File: src/rtl/fseq_pkg.sv
package fseq_pkg;
  localparam logic [7:0] OP_PROG  = 8'h02;
  localparam logic [7:0] OP_ERASE = 8'h20;
  localparam logic [7:0] OP_WREN  = 8'h06;
  localparam logic [7:0] OP_WRDI  = 8'h04;
  localparam logic [7:0] OP_RDSR  = 8'h05;
  localparam logic [7:0] DUMMY    = 8'h00;
  localparam int unsigned ADDR_W  = 24;

  typedef enum logic [3:0] {
    S_IDLE, S_WE_CS, S_WE_OP, S_WE_REL, S_WE_POLL,
    S_OP_CS, S_OP_HDR, S_DATA, S_OP_REL, S_OP_POLL,
    S_WD_CS, S_WD_OP, S_WD_REL, S_WD_POLL, S_DONE
  } seq_state_e;

  typedef enum logic [2:0] {P_IDLE, P_CS, P_OP, P_RD, P_REL} poll_state_e;
endpackage

File: src/rtl/fseq_poll.sv
module fseq_poll
  import fseq_pkg::*;
(
  input  logic       clk_i,
  input  logic       rst_ni,
  input  logic       start_i,
  input  logic [7:0] mask_i,
  input  logic [7:0] target_i,
  input  logic       xfer_ready_i,
  input  logic [7:0] xfer_rdata_i,
  output logic       idle_o,
  output logic       done_o,
  output logic       cs_assert_o,
  output logic       cs_release_o,
  output logic       xfer_valid_o,
  output logic [7:0] xfer_data_o
);
  poll_state_e p_q, p_d;
  logic hit;

  assign hit = (xfer_rdata_i & mask_i) == target_i;

  always_comb begin
    p_d = p_q;
    unique case (p_q)
      P_IDLE: if (start_i) p_d = P_CS;
      P_CS:   p_d = P_OP;
      P_OP:   if (xfer_ready_i) p_d = P_RD;
      P_RD:   if (xfer_ready_i && hit) p_d = P_REL;
      P_REL:  p_d = P_IDLE;
      default: p_d = P_IDLE;
    endcase
  end

  always_ff @(posedge clk_i or negedge rst_ni)
    if (!rst_ni) p_q <= P_IDLE;
    else         p_q <= p_d;

  assign idle_o       = p_q == P_IDLE;
  assign done_o       = p_q == P_REL;
  assign cs_assert_o  = p_q == P_CS;
  assign cs_release_o = p_q == P_REL;
  assign xfer_valid_o = (p_q == P_OP) || (p_q == P_RD);
  assign xfer_data_o  = (p_q == P_OP) ? OP_RDSR : DUMMY;

  // a non-matching status read keeps the poll reading
  a_r11_keep_polling: assert property (@(posedge clk_i) disable iff (!rst_ni)
    (p_q == P_RD && xfer_ready_i && !hit) |=> (p_q == P_RD));
  // release only follows a status read
  a_r11_release_after_read: assert property (@(posedge clk_i) disable iff (!rst_ni)
    (p_q == P_REL) |-> ($past(p_q) == P_RD));
endmodule

File: src/rtl/fseq_cursor.sv
module fseq_cursor #(
  parameter int unsigned ADDR_W = 24,
  parameter int unsigned LEN_W  = 12,
  parameter int unsigned PAGE_W = 8
) (
  input  logic              clk_i,
  input  logic              rst_ni,
  input  logic              load_i,
  input  logic [ADDR_W-1:0] addr_i,
  input  logic [LEN_W-1:0]  len_i,
  input  logic              step_i,
  output logic [ADDR_W-1:0] addr_o,
  output logic              empty_o,
  output logic              last_byte_o,
  output logic              page_end_o
);
  logic [ADDR_W-1:0] addr_q;
  logic [LEN_W-1:0]  rem_q;

  always_ff @(posedge clk_i or negedge rst_ni)
    if (!rst_ni) begin
      addr_q <= '0;
      rem_q  <= '0;
    end else if (load_i) begin
      addr_q <= addr_i;
      rem_q  <= len_i;
    end else if (step_i) begin
      addr_q <= addr_q + ADDR_W'(1);
      rem_q  <= rem_q - LEN_W'(1);
    end

  assign addr_o      = addr_q;
  assign empty_o     = rem_q == '0;
  assign last_byte_o = rem_q == LEN_W'(1);
  assign page_end_o  = &addr_q[PAGE_W-1:0];

  // no byte is consumed beyond the requested count
  a_r6_no_overrun: assert property (@(posedge clk_i) disable iff (!rst_ni)
    step_i |-> !empty_o);
  // address advances by one per data byte, wrapping at the top
  a_r7_addr_step: assert property (@(posedge clk_i) disable iff (!rst_ni)
    (step_i && !load_i) |=> (addr_o == $past(addr_o) + ADDR_W'(1)));
endmodule

File: src/rtl/fseq_ctrl.sv
module fseq_ctrl
  import fseq_pkg::*;
#(
  parameter int unsigned LEN_W  = 12,
  parameter int unsigned PAGE_W = 8
) (
  input  logic             clk_i,
  input  logic             rst_ni,
  input  logic             req_valid_i,
  output logic             req_ready_o,
  input  logic             req_erase_i,
  input  logic [23:0]      req_addr_i,
  input  logic [LEN_W-1:0] req_len_i,
  input  logic             wdata_valid_i,
  output logic             wdata_ready_o,
  input  logic [7:0]       wdata_i,
  output logic             cs_assert_o,
  output logic             cs_release_o,
  output logic             xfer_valid_o,
  input  logic             xfer_ready_i,
  output logic [7:0]       xfer_data_o,
  input  logic [7:0]       xfer_rdata_i,
  output logic             done_o
);
  localparam logic [7:0] ST_BUSY = 8'h01;
  localparam logic [7:0] ST_WEL  = 8'h02;

  seq_state_e state_q, state_d;
  logic       erase_q;
  logic [1:0] hdr_idx_q;

  logic              in_poll, poll_start, poll_idle, poll_done;
  logic              poll_csa, poll_csr, poll_xv;
  logic [7:0]        poll_xd, poll_mask, poll_target;
  logic              cur_load, cur_step, cur_empty, cur_last, cur_page_end;
  logic [ADDR_W-1:0] cur_addr;
  logic              fire;
  logic [7:0]        hdr_byte;

  assign in_poll    = (state_q == S_WE_POLL) || (state_q == S_OP_POLL) || (state_q == S_WD_POLL);
  assign poll_start = in_poll && poll_idle;

  always_comb begin
    unique case (state_q)
      S_WE_POLL: begin poll_mask = ST_BUSY | ST_WEL; poll_target = ST_WEL; end
      S_OP_POLL: begin poll_mask = ST_BUSY;          poll_target = 8'h00;  end
      default:   begin poll_mask = ST_BUSY | ST_WEL; poll_target = 8'h00;  end
    endcase
  end

  fseq_poll u_poll (
    .clk_i        (clk_i),
    .rst_ni       (rst_ni),
    .start_i      (poll_start),
    .mask_i       (poll_mask),
    .target_i     (poll_target),
    .xfer_ready_i (xfer_ready_i),
    .xfer_rdata_i (xfer_rdata_i),
    .idle_o       (poll_idle),
    .done_o       (poll_done),
    .cs_assert_o  (poll_csa),
    .cs_release_o (poll_csr),
    .xfer_valid_o (poll_xv),
    .xfer_data_o  (poll_xd)
  );

  assign cur_load = (state_q == S_IDLE) && req_valid_i;
  assign cur_step = (state_q == S_DATA) && fire;

  fseq_cursor #(.ADDR_W(ADDR_W), .LEN_W(LEN_W), .PAGE_W(PAGE_W)) u_cursor (
    .clk_i       (clk_i),
    .rst_ni      (rst_ni),
    .load_i      (cur_load),
    .addr_i      (req_addr_i),
    .len_i       (req_erase_i ? '0 : req_len_i),
    .step_i      (cur_step),
    .addr_o      (cur_addr),
    .empty_o     (cur_empty),
    .last_byte_o (cur_last),
    .page_end_o  (cur_page_end)
  );

  always_comb begin
    unique case (hdr_idx_q)
      2'd0:    hdr_byte = erase_q ? OP_ERASE : OP_PROG;
      2'd1:    hdr_byte = cur_addr[23:16];
      2'd2:    hdr_byte = cur_addr[15:8];
      default: hdr_byte = cur_addr[7:0];
    endcase
  end

  always_comb begin
    cs_assert_o   = 1'b0;
    cs_release_o  = 1'b0;
    xfer_valid_o  = 1'b0;
    xfer_data_o   = DUMMY;
    wdata_ready_o = 1'b0;
    unique case (state_q)
      S_WE_CS, S_OP_CS, S_WD_CS:    cs_assert_o = 1'b1;
      S_WE_REL, S_OP_REL, S_WD_REL: cs_release_o = 1'b1;
      S_WE_OP: begin xfer_valid_o = 1'b1; xfer_data_o = OP_WREN; end
      S_WD_OP: begin xfer_valid_o = 1'b1; xfer_data_o = OP_WRDI; end
      S_OP_HDR: begin xfer_valid_o = 1'b1; xfer_data_o = hdr_byte; end
      S_DATA: begin
        xfer_valid_o  = wdata_valid_i;
        xfer_data_o   = wdata_i;
        wdata_ready_o = xfer_ready_i;
      end
      S_WE_POLL, S_OP_POLL, S_WD_POLL: begin
        cs_assert_o  = poll_csa;
        cs_release_o = poll_csr;
        xfer_valid_o = poll_xv;
        xfer_data_o  = poll_xd;
      end
      default: ;
    endcase
  end

  assign fire        = xfer_valid_o && xfer_ready_i;
  assign req_ready_o = state_q == S_IDLE;
  assign done_o      = state_q == S_DONE;

  always_comb begin
    state_d = state_q;
    unique case (state_q)
      S_IDLE:    if (req_valid_i) state_d = S_WE_CS;
      S_WE_CS:   state_d = S_WE_OP;
      S_WE_OP:   if (fire) state_d = S_WE_REL;
      S_WE_REL:  state_d = S_WE_POLL;
      S_WE_POLL: if (poll_done) state_d = S_OP_CS;
      S_OP_CS:   state_d = S_OP_HDR;
      S_OP_HDR:  if (fire && hdr_idx_q == 2'd3)
                   state_d = (erase_q || cur_empty) ? S_OP_REL : S_DATA;
      S_DATA:    if (fire && (cur_last || cur_page_end)) state_d = S_OP_REL;
      S_OP_REL:  state_d = S_OP_POLL;
      S_OP_POLL: if (poll_done) state_d = cur_empty ? S_WD_CS : S_WE_CS;
      S_WD_CS:   state_d = S_WD_OP;
      S_WD_OP:   if (fire) state_d = S_WD_REL;
      S_WD_REL:  state_d = S_WD_POLL;
      S_WD_POLL: if (poll_done) state_d = S_DONE;
      S_DONE:    state_d = S_IDLE;
      default:   state_d = S_IDLE;
    endcase
  end

  always_ff @(posedge clk_i or negedge rst_ni)
    if (!rst_ni) begin
      state_q   <= S_IDLE;
      erase_q   <= 1'b0;
      hdr_idx_q <= '0;
    end else begin
      state_q <= state_d;
      if (cur_load) erase_q <= req_erase_i;
      if (state_q == S_OP_CS)                hdr_idx_q <= '0;
      else if (state_q == S_OP_HDR && fire)  hdr_idx_q <= hdr_idx_q + 2'd1;
    end

  // chip-select pulses are exclusive with each other and with transfers
  a_r12_cs_exclusive: assert property (@(posedge clk_i) disable iff (!rst_ni)
    (cs_assert_o || cs_release_o) |-> !(xfer_valid_o || (cs_assert_o && cs_release_o)));
  // an offered command, address or poll byte holds until taken
  a_r12_byte_hold: assert property (@(posedge clk_i) disable iff (!rst_ni)
    (xfer_valid_o && !xfer_ready_i && state_q != S_DATA) |=> (xfer_valid_o && $stable(xfer_data_o)));
  // done is a single pulse followed by ready
  a_r10_done_pulse: assert property (@(posedge clk_i) disable iff (!rst_ni)
    done_o |=> (!done_o && req_ready_o));
  // after acceptance the block refuses further requests
  a_r2_busy_refuse: assert property (@(posedge clk_i) disable iff (!rst_ni)
    (req_valid_i && req_ready_o) |=> !req_ready_o);
  // a taken data byte is the byte transferred
  a_r6_data_path: assert property (@(posedge clk_i) disable iff (!rst_ni)
    (wdata_valid_i && wdata_ready_o) |-> (fire && xfer_data_o == wdata_i && !req_ready_o));
endmodule

File: config.mk
export PLATFORM = sky130hd
export DESIGN_NAME = fseq_ctrl
export DESIGN_NICKNAME = d
export VERILOG_FILES = /design/src/rtl/fseq_pkg.sv /design/src/rtl/fseq_poll.sv /design/src/rtl/fseq_cursor.sv /design/src/rtl/fseq_ctrl.sv
export SDC_FILE = /design/constraint.sdc
export NUM_CORES = 1
export LEC_CHECK = 0
export BUFFER_PORTS_ARGS = -buffer_cell sky130_fd_sc_hd__buf_2
export CAP_MARGIN = 10
export CORE_UTILIZATION = 50
export DETAILED_ROUTE_END_ITERATION = 8
export HOLD_SLACK_MARGIN = 0.02
export PLACE_DENSITY = 0.76
export SLEW_MARGIN = 15
export SYNTH_ARGS = -nofsm -noshare
export SYNTH_HDL_FRONTEND = slang
export SYNTH_SLANG_ARGS = --single-unit
File: constraint.sdc
create_clock -name clk_i -period 2.8 [get_ports clk_i]
set_clock_uncertainty 0.2 [all_clocks]
set_input_delay 0.56 -clock clk_i [delete_from_list [all_inputs] [get_ports clk_i]]
set_output_delay 0.56 -clock clk_i [all_outputs]
set_load 0.01 [all_outputs]
Yosys cells after proc, flatten, opt, wreduce, memory -nomap -nowiden --
Index checks and enable logic that the tools add are counted.
Cells by class: equal/unequal tests 34, add/sub/neg operators 3, mux-type cells 32, reductions and logical operators 26, bitwise operators 1
Operators by type and width (count):
- case mux 4 bit (14 select lines) | 1
- 2-to-1 mux 24 bit | 2
- 2-to-1 mux 4 bit | 10
- case mux 8 bit (5 select lines) | 1
- 2-to-1 mux 12 bit | 3
- equality test 4 bit (second input constant) | 7
- adder 24 x 1 -> 24 bit (second input constant) | 1
- case mux 8 bit (3 select lines) | 1
- != test 2 bit (second input constant) | 9
- equality test 4 x 3 -> 1 bit (second input constant) | 4
- AND reduction 8 bit | 2
- equality test 12 x 1 -> 1 bit (second input constant) | 1
- zero test 12 bit | 1
- 2-to-1 mux 3 bit | 4
- case mux 3 bit (4 select lines) | 1
- OR reduction 3 bit | 4
- subtractor 12 x 1 -> 12 bit (second input constant) | 1
- AND 8 x 2 -> 8 bit | 1
- equality test 4 x 2 -> 1 bit (second input constant) | 2
- equality test 8 x 2 -> 1 bit | 1
- logical AND 1 bit | 8
- 2-to-1 mux 2 bit | 4
- equality test 3 x 2 -> 1 bit (second input constant) | 2
- 2-to-1 mux 6 bit | 1
- other kinds (16) | 24
Word-level totals: register bits 46, word-level logic and storage cells 102, input bits 58, output and inout port bits 14

Longest topological paths before layout --
Gate-level depths: netlist of run 1.
depth after elaboration 7, mapped depth 9, depth with buffers taken out 8

Cells and area by module --
Synthesis of run 1 repeated with hierarchy kept, for this count alone.
Second synthesis, totals: cell total of the unflattened synthesis 454, area, all modules 3560.9 um^2
Modules (own cells, without submodules):
- fseq_cursor | cells each 234, area each 2034.5 um^2, seq. area each 900.9 um^2, times used 1
- fseq_ctrl | cells each 177, area each 1192.4 um^2, seq. area each 175.2 um^2, times used 1
- fseq_poll | cells each 43, area each 334.1 um^2, seq. area each 75.1 um^2, times used 1

Worst setup path after synthesis of run 1 --
No wires, ideal clock.
path type register -> output, start point reg hdr_idx_q[0], end point out xfer_data_o[0], stages on the path, launching flop included 8, arrival time 1.564 ns, path buffers 2, path slack 0.476 ns, cell sequence dfrtp_1 ha_1 clkbuf_1 clkbuf_1 a21oi_1 nor2_1 a21oi_1 o21ai_0
On the way: cells in the longest elaborated chain, start to end 3, elaborated cells between the ends (all ways) 5
Ends and longest elaborated chain:
- start, declared | RTL line fseq_ctrl.sv:30 | logic [1:0] hdr_idx_q;
- start signal, assigned | RTL line fseq_ctrl.sv:155 | else if (state_q == S_OP_HDR && fire) hdr_idx_q <= hdr_idx_q + 2'd1;
- equality test 2 bit, or another cell as far along | RTL line fseq_ctrl.sv:84 | unique case (hdr_idx_q)
- case mux 8 bit (3 select lines) (*) | RTL line fseq_ctrl.sv:84
- case mux 8 bit (5 select lines) (*) | RTL line fseq_ctrl.sv:98 | unique case (state_q)
- end, declared | RTL line fseq_ctrl.sv:21 | output logic [7:0] xfer_data_o,
Every way passes the cells marked *; elsewhere a longest branch is shown, timed or not.

Final worst setup path of run 1 --
start point reg state_q[0], end point out xfer_valid_o
On the way: cells in the longest elaborated chain, start to end 3, elaborated cells between the ends (all ways) 10
Ends and longest elaborated chain:
- start, declared | RTL line fseq_ctrl.sv:28 | seq_state_e state_q, state_d;
- start signal, assigned | RTL line fseq_ctrl.sv:152 | state_q <= state_d;
- equality test 4 x 3 -> 1 bit, or another cell as far along | RTL line fseq_ctrl.sv:98
- OR reduction 3 bit, on equally long branches
- case mux 1 bit (3 select lines) (*) | RTL line fseq_ctrl.sv:98
- end, declared | RTL line fseq_ctrl.sv:19 | output logic xfer_valid_o,
Marked as above.

==> results.txt, run 1 <==
The worst path in the final design needs a cycle of 2674 ps, including I/O delays and setup. At the pin with the least slew margin, the transition time is 615.1 ps. The post-synthesis cell area was 0.003306 mm^2; the number of library cell types mapped by synthesis was 56. In this run the deepest clock path goes through 2 buffers. The synthesis-to-layout area growth was 19.46%; the max-slew violation count was 0. The count of yosys warnings during synthesis was 0; the number of global-route vias before repair was 3,064. In this run the remaining antenna-violating nets after routing total 0. The cell count after synthesis came out at 414. At the worst endpoint, the arrival time is 1910 ps.

The register bit total from synthesis works out to 46. The global routing met1 resource utilization is 35.12%, and the mean post-synth cell area is 7.985 um^2. After detailed routing, the number of remaining DRC violations is 0.

TritonCTS built the clock tree. After synthesis, the cell types taking the most area are dfrtp_1 35%, nor2_1 6.5%, xnor2_1 5.8%, o21ai_0 5.0%, a21oi_1 4.8%. The number of nets handed over by synthesis was 480.

The number of top-level pins was 72. The final worst slack is 126.0 ps. The detailed router placed 3,352 vias in this run. The type of the most critical hold path is input pin to flop. IR analysis of the VDD net gives a maximum drop of 0.5913 mV.

The count of buffers added on input and output ports is 65. In this run the worst path has a maximum fanout of 11. The tools report the total overflow reported by the global router as 0. The first global-routing pass estimated 14.23 mm of wire. Routability-driven placement finished with a final weighted congestion of 0.8825. The final layout contains routed wiring with a total length of 8.664 mm.

The half-perimeter wire length after placement came out at 6.273 mm. Clock-pin slew was measured on the worst setup and hold paths at 90 ps. The startpoint of the most critical register-to-register path is state_q[0]$_DFFE_PN0P_. Once the floorplan was initialized, standard cells occupied 52.06% of the core. Setup violations remaining at the end of the flow were counted as 0. The via density per instance came out at 5.933.

The internal cell power is 2.038 mW, and the worst relative slew slack is 58.62%. dfrtp_1 takes more of the synthesized area than any other cell. Sequential elements use 34.82% of the synthesized area. Max-cap violations in this run came to 0.

The power per unit of standard cell area came out at 973.1 mW/mm^2. The run gives 62.19% as the final design utilization. The chip height is 83.31 um. Before CTS, the worst setup slack after placement is 301.6 ps.

The number of iterations in the first detailed-routing pass was 6; the number of rows created at floorplan was 29. The run gives 1.804 mW as the net switching power. In the global route stage, met2 resource usage came out at 39.87%. The diode insertion count for antenna repair came out at 0. Setup repair after global routing could not meet its margin everywhere. The run finished with clean final reports. The tools report the total CTS buffers as 5. The later pin in the worst-skew pair is clocked with a latency of 310 ps. The share of synthesized area in the top cell type comes to 34.82%. Global routing consumed, over all layers together, 25.18% of the routing resources. The worst setup path is captured at an output pin.

The region available for standard cell placement spans 0.006350 mm^2. The ratio of cells with drive above 1 in the final layout works out to 26.23%. Summed over all cells, the static leakage comes to 1.634 nW. The proportion of power drawn by flip-flops and latches is 36.5%. The tools report the clock root buffer as clkbuf_8.

The maximum number of pins on one net before global-route repair was 29. In this run the most critical hold path is launched from xfer_rdata_i[0]. The upper clock frequency limit was 374.0 MHz; the die extent in x was 83.31 um. Most used routing layer: met2.

The clock sink count is 46. The most critical setup path has its startpoint at state_q[0]$_DFFE_PN0P_. In this run the cell area measured after placement is 0.003704 mm^2.

The sort of element at the start of the critical path is a flop. At the worst endpoint, the required time is 2040 ps. The part of the cycle the worst path needs was 95.50%; the number of levels the H-tree was split into was 2. Of the total power, the share spent switching nets is 46.96%. The final hold violation count was 0. After the first detailed-routing iteration, the DRC count stood at 309. In the final routed layout, each cell accounts on average for 15.33 um. The floorplan step defined a die boundary enclosing 0.006941 mm^2.

The run gives 0.003949 mm^2 as the final design area excluding fillers. The critical path start-end classification was flop to output pin. The logs give 0 for the number of antenna violations at the first check in global routing and 553 for the number of nets in the layout. The proportion of power drawn by the clock network is 11.2%. The proportion of power drawn by combinational gates is 52.3%, and the met3 track utilization from global routing is 3.777%.
layout make-up:
class,count,area (um^2)
clock buffers,5,68.82
multi-input cells,329,2024
clock inverters,3,25.02
well taps,77,96.34
fillers,583,2401
flip-flops and latches,46,1159
inverters,15,60.06
repair buffers,90,515.5
state kept, by name, summed over array words and instances (netlist names):
name / flops
hdr_idx_q: 2
state_q: 4
u_cursor.addr_o: 24
erase_q: 1
u_poll.p_q: 3
u_cursor.rem_q: 12
layer usage:
layer,vias up,routed length [um]
li1,1623,-
met5,-,0
met3,16,544
met2,145,4006
met1,1568,3983
met4,0,129
cell usage after synthesis, drive strengths merged:
master / count
nor2: 59
dfrtp: 46
nand2: 41
o21ai: 40
a21oi: 33
xnor2: 22
inv: 15
nor3: 15
nand3: 13
nand3b: 13
buf: 12
clkbuf: 12
a211oi: 10
nor4: 10
a22oi: 8
ha: 8
nand4: 8
nand2b: 5
a31oi: 4
or3: 4
and2: 3
and4: 3
o22ai: 3
xor2: 3
a2bb2oi: 2
nor2b: 2
o211ai: 2
or2: 2
or3b: 2
or4: 2
a21boi: 1
a221o: 1
a221oi: 1
a222oi: 1
a311oi: 1
and3: 1
mux2: 1
mux2i: 1
o21a: 1
o311ai: 1
o32a: 1
o32ai: 1
path summary, 6_finish.rpt:
kind	cells after the start	slack (ps)	end
worst max-delay path	6	130	xfer_valid_o
worst min-delay path	2	210	u_poll.p_q[2]$_DFFE_PN0P_
worst max register to register	7	250	u_cursor.addr_o[12]$_DFFE_PN0P_
worst min register to register	1	300	u_poll.p_q[1]$_DFFE_PN0P_
max in group asynchronous	3	1290	u_cursor.addr_o[4]$_DFFE_PN0P_
min in group asynchronous	2	520	u_cursor.addr_o[19]$_DFFE_PN0P_
power by group through the flow:
stage | clock network [mW] | logic [mW] | registers (mW)
after floorplan | 0 | 1.42 | 1.26
after global placement | 0 | 1.77 | 1.39
after detailed placement | 0 | 1.82 | 1.41
after CTS | 0.440 | 1.84 | 1.40
after global routing | 0.470 | 2.24 | 1.44
final | 0.431 | 2.01 | 1.40
through the flow:
step                      hold slack (ps)  setup TNS [ps]  power, mW  std cells
after detailed placement            289.0               0      3.233        545
final                               214.1               0      3.843        565
after CTS                           216.0               0      3.680        554
after floorplan                     64.41               0      2.676        414
after global routing                211.7          -36.36      4.149        565
after global placement              278.7               0      3.164        545
placed cells by master (no fill, tap or decap), drive strengths merged, types with 13 or more instances in the layout:
cell and count:
nand3b 13, inv 15, nor2 59, xnor2 22
buf 89, nand2 41, nor3 15, nand3 13
a21oi 33, dfrtp 46, o21ai 40
timing repair:
item | CTS | global route
hold buffers | 1 | 0
setup buffers | 0 | 11
hold endpoints to repair | 17 | 0
pin swaps | 0 | 2
cloned | 0 | 0
resized for setup | 2 | 16
endpoints found under the setup margin | 2 | 8
worst max-delay path, stage by stage (launching register included):
cell	delay, ps
dfrtp_2	370
buf_4	130
buf_4	170
a21boi_0	230
o22ai_1	200
or2_2	360
buf_2	150
kinds of logic after synthesis:
| group | Yosys count | synth area share [%] |
|---|---|---|
| buffers and inverters | 39 | 5.374 |
| adders and majority gates | 8 | 3.028 |
| xor gates and xnor gates | 25 | 6.624 |
| DFF | 46 | 34.82 |
| and+or+nand+nor | 183 | 29.37 |
| muxes | 2 | 0.6434 |
| AOI/OAI and AO/OA | 111 | 20.14 |
Note: power is estimated with default switching activity, not from simulation.
==> run 2: changes to the inputs <==
--- a/config.mk
+++ b/config.mk
@@ -7,10 +7,10 @@
 export LEC_CHECK = 0
 export BUFFER_PORTS_ARGS = -buffer_cell sky130_fd_sc_hd__buf_2
 export CAP_MARGIN = 10
-export CORE_UTILIZATION = 50
+export CORE_UTILIZATION = 25
 export DETAILED_ROUTE_END_ITERATION = 8
 export HOLD_SLACK_MARGIN = 0.02
-export PLACE_DENSITY = 0.76
+export PLACE_DENSITY = 0.45
 export SLEW_MARGIN = 15
 export SYNTH_ARGS = -nofsm -noshare
 export SYNTH_HDL_FRONTEND = slang
==> results.txt, run 2 (synthesized netlist as in run 1, its figures left out) <==
The run finished with clean final reports. For the clock sink count, the log shows 46 (unchanged). The worst relative slew slack is 60.36% (was 58.62%), and the mean routed wirelength per cell is 14.85 um (was 15.33 um). Commonest cells after routing, fill and taps aside: 65 x buf_2, 57 x nor2_1, 43 x dfrtp_1 (was 65 x buf_2, 57 x nor2_1, 41 x nand2_1). For the core area, the log shows 0.01277 mm^2 (was 0.006350 mm^2).

Endpoint class of the critical path: an output pin (unchanged). The synthesis-to-layout area growth is 25.13% (was 19.46%), and the area of the die is 0.01369 mm^2 (was 0.006941 mm^2). The logs give 9.754 mm (was 8.664 mm) for the total length of routed wires and 0 (unchanged) for the final hold violation count. Most common library cell in the layout ignoring fill and taps: buf_2 (unchanged).

The number of buffer and inverter instances along the worst setup path is 2 (was 3), and the antenna violation net count after detailed routing is 0 (unchanged). The ratio of cells with drive above 1 in the final layout is 25.57% (was 26.23%), and the first-pass GRT wire length is 15.63 mm (was 14.23 mm). The number of vias in the routed layout is 3,183 (was 3,352), and the residual DRC count is 0 (unchanged). The upper clock frequency limit came out at 372.5 MHz (was 374.0 MHz). Setup repair after global routing left no endpoint under its margin. The number of rows created at floorplan came out at 41 (was 29). The slew of the pin with the lowest slew margin came out at 594.7 ps (was 615.1 ps). The diode insertion count for antenna repair was 0 (unchanged).

Slowest library cell on the worst path: dfrtp_2 (unchanged). The half-perimeter wire length after placement came out at 7.479 mm (was 6.273 mm). Starting utilization of the core area: 25.88% (was 52.06%).

Launching element of the worst setup path: hdr_idx_q[0]$_DFFE_PN0P_ (was state_q[0]$_DFFE_PN0P_). The total CTS buffers is 5 (unchanged). The tools report the sort of element at the start of the critical path as a flop (unchanged).

The tools report the number of max-capacitance violations reported as 0 (unchanged). The DRC marker count from the first detailed-route iteration was 186 (was 309). The run gives 4 (was 6) as the number of iterations in the first detailed-routing pass.

The run gives 1.669 nW (was 1.634 nW) as the cell leakage power. The largest fanout on the critical path works out to 8 (was 11). The critical path start-end classification was flop to output pin (unchanged). The power per unit of standard cell area was 994.9 mW/mm^2 (was 973.1 mW/mm^2); the data arrival time of the worst path was 1920 ps (was 1910 ps). The number of global-route vias before repair came out at 3,050 (was 3,064). The largest stage delay on the critical path works out to 470 ps (was 370 ps). TritonCTS built the clock tree. The via density per instance came out at 4.845 (was 5.933). The count of final setup violators came out at 0 (unchanged). The tools report the maximum VDD drop as 0.2928 mV (was 0.5913 mV).

The run gives 72 (unchanged) as the number of top-level pins. The die extent in x was 117.0 um (was 83.31 um). Clock root buffer: clkbuf_16 (was clkbuf_8). Clock input transition at the sequential cells of the worst setup and hold paths: 70 ps (was 90 ps). For the required time of the critical path, the log shows 2040 ps (about the same).

The logs give 14.93% (was 25.18%) for the aggregate global-route resource usage and 2 (unchanged) for the number of levels the H-tree was split into. The post-layout minimum cycle time is 2685 ps (was 2674 ps), and the maximum buffer depth of the clock tree is 2 (unchanged). The tools report the maximum number of pins on one net before global-route repair as 36 (was 29).

The filler cell count in the final layout is 1,401 (was 583), and the chip height is 117.0 um (was 83.31 um). The gate family responsible for the most delay along the worst path was compound AO/OA/AOI/OAI gates (was buffers and inverters). The tools report the startpoint of the most critical register-to-register path as state_q[3]$_DFFE_PN0P_ (was state_q[0]$_DFFE_PN0P_).

Number of nets in the layout: 550 (was 553). The source-to-sink clock delay at the later pin of the worst-skew pair was 290 ps (was 310 ps); the number of flip-flops in the largest register was 24 (unchanged). The part of the cycle the worst path needs is 95.88% (was 95.50%), and the max-slew violation count is 0 (unchanged). The number of antenna violations at the first check in global routing was 0 (unchanged); the total negative setup slack was 0 ps (unchanged). The run gives 0 (was 1) as the number of hold buffers added after CTS. Type of the most critical hold path: input pin to asynchronous set/reset pin (was input pin to flop).

The final design utilization came out at 32.38% (was 62.19%). The tools report the routability-driven placement congestion ratio as 0.8060 (was 0.8825). The quantity of I/O buffers inserted on ports was 65 (unchanged). The run gives 0 (unchanged) as the total overflow reported by the global router. Critical path cell sequence: inv_2 -> ha_4 -> a22oi_1 -> o21ai_0 -> mux2i_1 -> a21oi_1 -> a31oi_1 -> nor2_1 -> buf_2 (was buf_4 -> buf_4 -> a21boi_0 -> o22ai_1 -> or2_2 -> buf_2).
run 2: worst register-to-register path, delay by kind of cell (launching register included):
| family | cells | cell delay [ps] |
|---|---|---|
| AOI/OAI and AO/OA | 4 | 1000 |
| DFF | 1 | 440 |
| muxes | 1 | 340 |
| and+or+nand+nor | 1 | 400 |
run 2: power by group:
part	leakage, nW	switching, mW	internal, mW	total, mW
Sequential	0.561	0.406	0.975	1.38
Clock	0.0842	0.281	0.424	0.704
Combinational	1.02	1.15	0.880	2.03
Total	1.67	1.84	2.28	4.12
run 2: cell type report:
type / count / area [um^2] / share of cell area (%)
Multi-Input combinational cell: 329 / 2022 / 48.88
Sequential cell: 46 / 1155 / 27.92
Timing Repair Buffer: 87 / 515.5 / 12.46
Tap cell: 172 / 215.2 / 5.203
Clock buffer: 5 / 125.1 / 3.025
Inverter: 15 / 60.06 / 1.452
Clock inverter: 3 / 43.79 / 1.059
run 2: stage by stage:
stage	setup slack, ps	instances	hold slack [ps]	instance area, um^2	total power [mW]
after CTS	11.92	657	83.55	4089	4.119
after detailed placement	254.8	648	283.1	3909	3.384
after global placement	267.3	648	279.2	3909	3.363
after floorplan	476.2	414	64.41	3306	2.676
final	115.5	657	66.08	4136	4.115
after global routing	2.967	657	103.5	4136	4.471
run 2: what timing repair did:
action                     4_1_cts  5_1_grt
setup buffers                    1        0
setup endpoints to repair        4        5
resized for setup                2       12
run 2: routing by layer:
| layer | wire length, um | track usage, % | up-vias |
|---|---|---|---|
| met1 | 4747 | 20.78 | 1508 |
| li1 | - | - | 1612 |
| met5 | 0 | 0 | - |
| met3 | 417 | 2.369 | 5 |
| met4 | 74 | 3.797 | 0 |
| met2 | 4515 | 24.14 | 58 |
run 2: worst paths after layout:
| check | endpoint | slack (ps) | depth (start not counted) |
|---|---|---|---|
| worst min register to register | u_poll.p_q[1]$_DFFE_PN0P_ | 300 | 1 |
| min in group clk_i | u_poll.p_q[2]$_DFFE_PN0P_ | 240 | 2 |
| max in group asynchronous | state_q[3]$_DFFE_PN0P_ | 1770 | 2 |
| worst min-delay path | u_cursor.addr_o[11]$_DFFE_PN0P_ | 70 | 1 |
| worst max-delay path | xfer_data_o[1] | 120 | 9 |
| worst max register to register | state_q[3]$_DFFE_PN0P_ | 300 | 6 |
==> run 3: changes to the inputs <==
--- a/config.mk
+++ b/config.mk
@@ -14,4 +14,5 @@
 export SLEW_MARGIN = 15
 export SYNTH_ARGS = -nofsm -noshare
 export SYNTH_HDL_FRONTEND = slang
+export SYNTH_HIERARCHICAL = 1
 export SYNTH_SLANG_ARGS = --single-unit
==> results.txt, run 3 <==
The flow ran to the end, and the final reports show no timing, DRC or antenna violations. The largest stage delay on the critical path is 560 ps (was 470 ps), and the via density per instance is 4.780 (was 4.845). Number of top-level pins: 72 (unchanged). Xor/xnor cell area share of the yosys netlist: 7.133% (was 6.624%).

The tools report the clock root buffer as clkbuf_16 (unchanged). The number of library cell types mapped by synthesis is 60 (was 56), and the maximum number of pins on one net before global-route repair is 47 (was 36). The number of iterations in the first detailed-routing pass is 7 (was 4), and the post-synthesis cell area is 0.003561 mm^2 (was 0.003306 mm^2). The final worst slack is 64.72 ps (was 115.5 ps). Pre-CTS setup slack: -168.2 ps (was 254.8 ps).

Ranking of synthesized cells by area: dfrtp_1 32%, nand2_1 7.9%, o21ai_0 6.5%, xnor2_1 4.2%, ha_1 3.2% (was dfrtp_1 35%, nor2_1 6.5%, xnor2_1 5.8%, o21ai_0 5.0%, a21oi_1 4.8%). Setup repair after global routing could not meet its margin everywhere. The area of the die is 0.01472 mm^2 (was 0.01369 mm^2), and the core area is 0.01388 mm^2 (was 0.01277 mm^2). The count of final setup violators came out at 0 (unchanged).

Filler cell count in the final layout: 1,542 (was 1,401). The cell leakage power was 2.000 nW (was 1.669 nW). For the total CTS buffers, the log shows 5 (unchanged). Register bit total from synthesis: 46 (unchanged). The quantity of I/O buffers inserted on ports works out to 71 (was 65).

The logs give 0 (unchanged) for the residual DRC count and 7.942 mm (was 7.479 mm) for the half-perimeter wire length after placement. The logs give 454 (was 414) for the post-synthesis cell count and 3,600 (was 3,050) for the number of global-route vias before repair. The chip height was 121.3 um (was 117.0 um); the final design utilization was 33.04% (was 32.38%).

TritonCTS built the clock tree. The total overflow reported by the global router was 0 (unchanged). The tools report the upper clock frequency limit as 365.6 MHz (was 372.5 MHz). Most common cell in the netlist: nand2_1 (was nor2_1).

The final design area excluding fillers was 0.004587 mm^2 (was 0.004136 mm^2). Commonest cells in the netlist: 75 x nand2_1, 46 x dfrtp_1, 46 x o21ai_0, 23 x nor2_1, 18 x nand3_1 (was 57 x nor2_1, 46 x dfrtp_1, 41 x nand2_1, 33 x o21ai_0, 32 x a21oi_1). The mux contribution to synthesized area is 1.124% (was 0.6435%). The final hold violation count was 0 (unchanged).

The number of levels the H-tree was split into is 2 (unchanged). The type of the most critical hold path was input pin to asynchronous set/reset pin (unchanged). Critical path cell sequence: nor2b_4 -> nand2b_4 -> a21o_1 -> a31o_1 -> nor3_2 -> buf_4 -> nand2_4 -> or4b_4 -> or3_1 -> a31oi_1 (was inv_2 -> ha_4 -> a22oi_1 -> o21ai_0 -> mux2i_1 -> a21oi_1 -> a31oi_1 -> nor2_1 -> buf_2).

The logs give 46 (unchanged) for the clock sink count and 17.16 mm (was 15.63 mm) for the first-pass GRT wire length. The diode insertion count for antenna repair is 0 (unchanged). The routability-driven placement congestion ratio is 0.8529 (was 0.8060), and the number of hold buffers added after CTS is 0 (unchanged). The die extent in x was 121.3 um (was 117.0 um). Critical path start-end classification: flop to flop (was flop to output pin). The aggregate global-route resource usage came out at 14.55% (was 14.93%).

The mean routed wirelength per cell works out to 13.88 um (was 14.85 um). Most common library cell in the layout ignoring fill and taps: nand2_1 (was buf_2). The worst hold slack across all endpoints was 160.6 ps (was 66.08 ps); the area share of and/or/nand/nor cells after synthesis was 29.55% (was 29.37%). For the total length of routed wires, the log shows 10.30 mm (was 9.754 mm). The max-slew violation count is 0 (unchanged). For the number of vias in the routed layout, the log shows 3,547 (was 3,183).

The power per unit of standard cell area is 947.4 mW/mm^2 (was 994.9 mW/mm^2), and the final cell count without fillers is 742 (was 657). The endpoint class of the critical path was a flop (was an output pin). The total negative setup slack was 0 ps (unchanged). The part of the cycle the worst path needs was 97.69% (was 95.88%); the number of rows created at floorplan was 43 (was 41). The post-layout minimum cycle time is 2735 ps (was 2685 ps).

Sort of element at the start of the critical path: a flop (unchanged). The share of the synthesized area in the top cell type was 32.33% (was 34.82%); the slew of the pin with the lowest slew margin was 620.2 ps (was 594.7 ps). The synthesized-area fraction occupied by adder cells is 3.162% (was 3.028%), and the number of max-capacitance violations reported is 0 (unchanged). The antenna violation net count after detailed routing is 0 (unchanged), and the maximum VDD drop is 0.3162 mV (was 0.2928 mV). The logs give 6 (was 0) for the count of yosys warnings during synthesis and 151 (was 186) for the DRC marker count from the first detailed-route iteration.

The largest fanout on the critical path was 8 (unchanged). The data arrival time of the worst path is 2740 ps (was 1920 ps), and the maximum buffer depth of the clock tree is 2 (unchanged). The logs give 58.66% (was 60.36%) for the worst relative slew slack and 290 ps (about the same) for the source-to-sink clock delay at the later pin of the worst-skew pair.

The share of async-settable or async-resettable flops after synthesis was 100.0% (unchanged). Largest family of logic cells by synthesized area: simple AND/OR/NAND/NOR gates (unchanged). The required time of the critical path is 2810 ps (was 2040 ps), and the placement-stage cell area is 0.004307 mm^2 (was 0.003909 mm^2).

The run gives 628 (was 550) as the number of nets in the layout. Flip-flop cell with the highest count after synthesis: dfrtp_1 (unchanged). The portion of the post-synthesis area used by sequential elements was 32.33% (was 34.82%).

The library cell occupying the most area in the post-synthesis netlist was dfrtp_1 (unchanged). The synthesis-to-layout area growth is 28.81% (was 25.13%). The number of flip-flops in the largest register was 24 (unchanged); the ratio of cells with drive above 1 in the final layout was 26.16% (was 25.57%). The run gives 4.346 mW (was 4.115 mW) as the total power consumption of the routed design. The slowest library cell on the worst path is or4b_4 (was dfrtp_2). The instance count after placement with tap cells included was 726 (was 648). The number of antenna violations at the first check in global routing was 0 (unchanged); the clock input transition at the sequential cells of the worst setup and hold paths was 70 ps (about the same). Commonest cells after routing, fill and taps aside: 74 x nand2_1, 71 x buf_2, 45 x o21ai_0 (was 65 x buf_2, 57 x nor2_1, 43 x dfrtp_1). The area fraction in compound gates after synthesis was 19.92% (was 20.14%). The count of flip-flops with a built-in enable after synthesis was 0 (unchanged). The tools report the starting utilization of the core area as 25.65% (was 25.88%). The mean post-synth cell area is 7.843 um^2 (was 7.985 um^2).
run 3: changes by cell type in the layout (fill, tap and decap cells not counted), moves of 9 or more:
cell / delta
buf_4: +17
nand2_1: +33
o21ai_0: +12
xor2_1: +9
nand3b_1: -11
nor2_1: -34
a21oi_1: -15
conb_1: +26
a211oi_1: -9
nor2b_1: +13
run 3: power by group:
| group | switching, mW | internal, mW | total, mW | leakage (nW) |
|---|---|---|---|---|
| sequential | 0.404 | 0.963 | 1.37 | 0.557 |
| combinational | 1.24 | 1.04 | 2.28 | 1.36 |
| clock | 0.274 | 0.423 | 0.698 | 0.0842 |
| total | 1.92 | 2.43 | 4.35 | 2.00 |
run 3: path summary, 6_finish.rpt:
check / from / cells after the start / slack, ps / end
worst max register to register: u_poll/p_q[2]$_DFFE_PN0P_ / 10 / 60 / u_cursor/addr_o[20]$_DFFE_PN0P_
min in group clk_i: req_addr_i[13] / 3 / 280 / u_cursor/addr_o[13]$_DFFE_PN0P_
max in group asynchronous: rst_ni / 2 / 1790 / hdr_idx_q[0]$_DFFE_PN0P_
worst min-delay path: rst_ni / 2 / 160 / u_cursor/addr_o[23]$_DFFE_PN0P_
worst max-delay path: u_poll/p_q[2]$_DFFE_PN0P_ / 10 / 60 / u_cursor/addr_o[20]$_DFFE_PN0P_
worst min register to register: u_cursor/rem_q[11]$_DFFE_PN0P_ / 2 / 390 / u_cursor/rem_q[11]$_DFFE_PN0P_
run 3: critical path: cells and delay by family, from the launching register on:
kind / cells / cell delay [ps]
AOI/OAI and AO/OA: 3 / 580
buffers and inverters: 1 / 150
DFF: 1 / 410
and+or+nand+nor: 6 / 1320
run 3: repair_timing:
item	CTS	global route
pin swaps	0	9
buffers inserted	1	7
gates cloned	0	0
resized for setup	6	11
hold endpoints to repair	0	0
endpoints found under the setup margin	8	17
run 3: cells by family after synthesis:
logic type,count (synthesis)
adders and majority gates,9
buffers and inverters,47
AOI/OAI and AO/OA,112
other,3
xor gates and xnor gates,29
and+or+nand+nor,205
muxes,3
DFF,46
run 3: cell type report:
cell class	instances	area (um^2)	area share (%)
multi-input cells	384	2337	50.95
flip-flops and latches	46	1154	25.15
repair buffers	110	649.4	14.16
well taps	180	225.2	4.910
clock buffers	5	125.1	2.728
inverters	14	52.55	1.146
clock inverters	3	43.79	0.9547
run 3: layer usage:
metal / vias to the layer above / wire [um] / track usage, %
li1: 1792 / - / -
met1: 1668 / 4927 / 19.34
met2: 77 / 4875 / 24.43
met3: 10 / 366 / 2.115
met4: 0 / 129 / 3.858
met5: - / 0 / 0
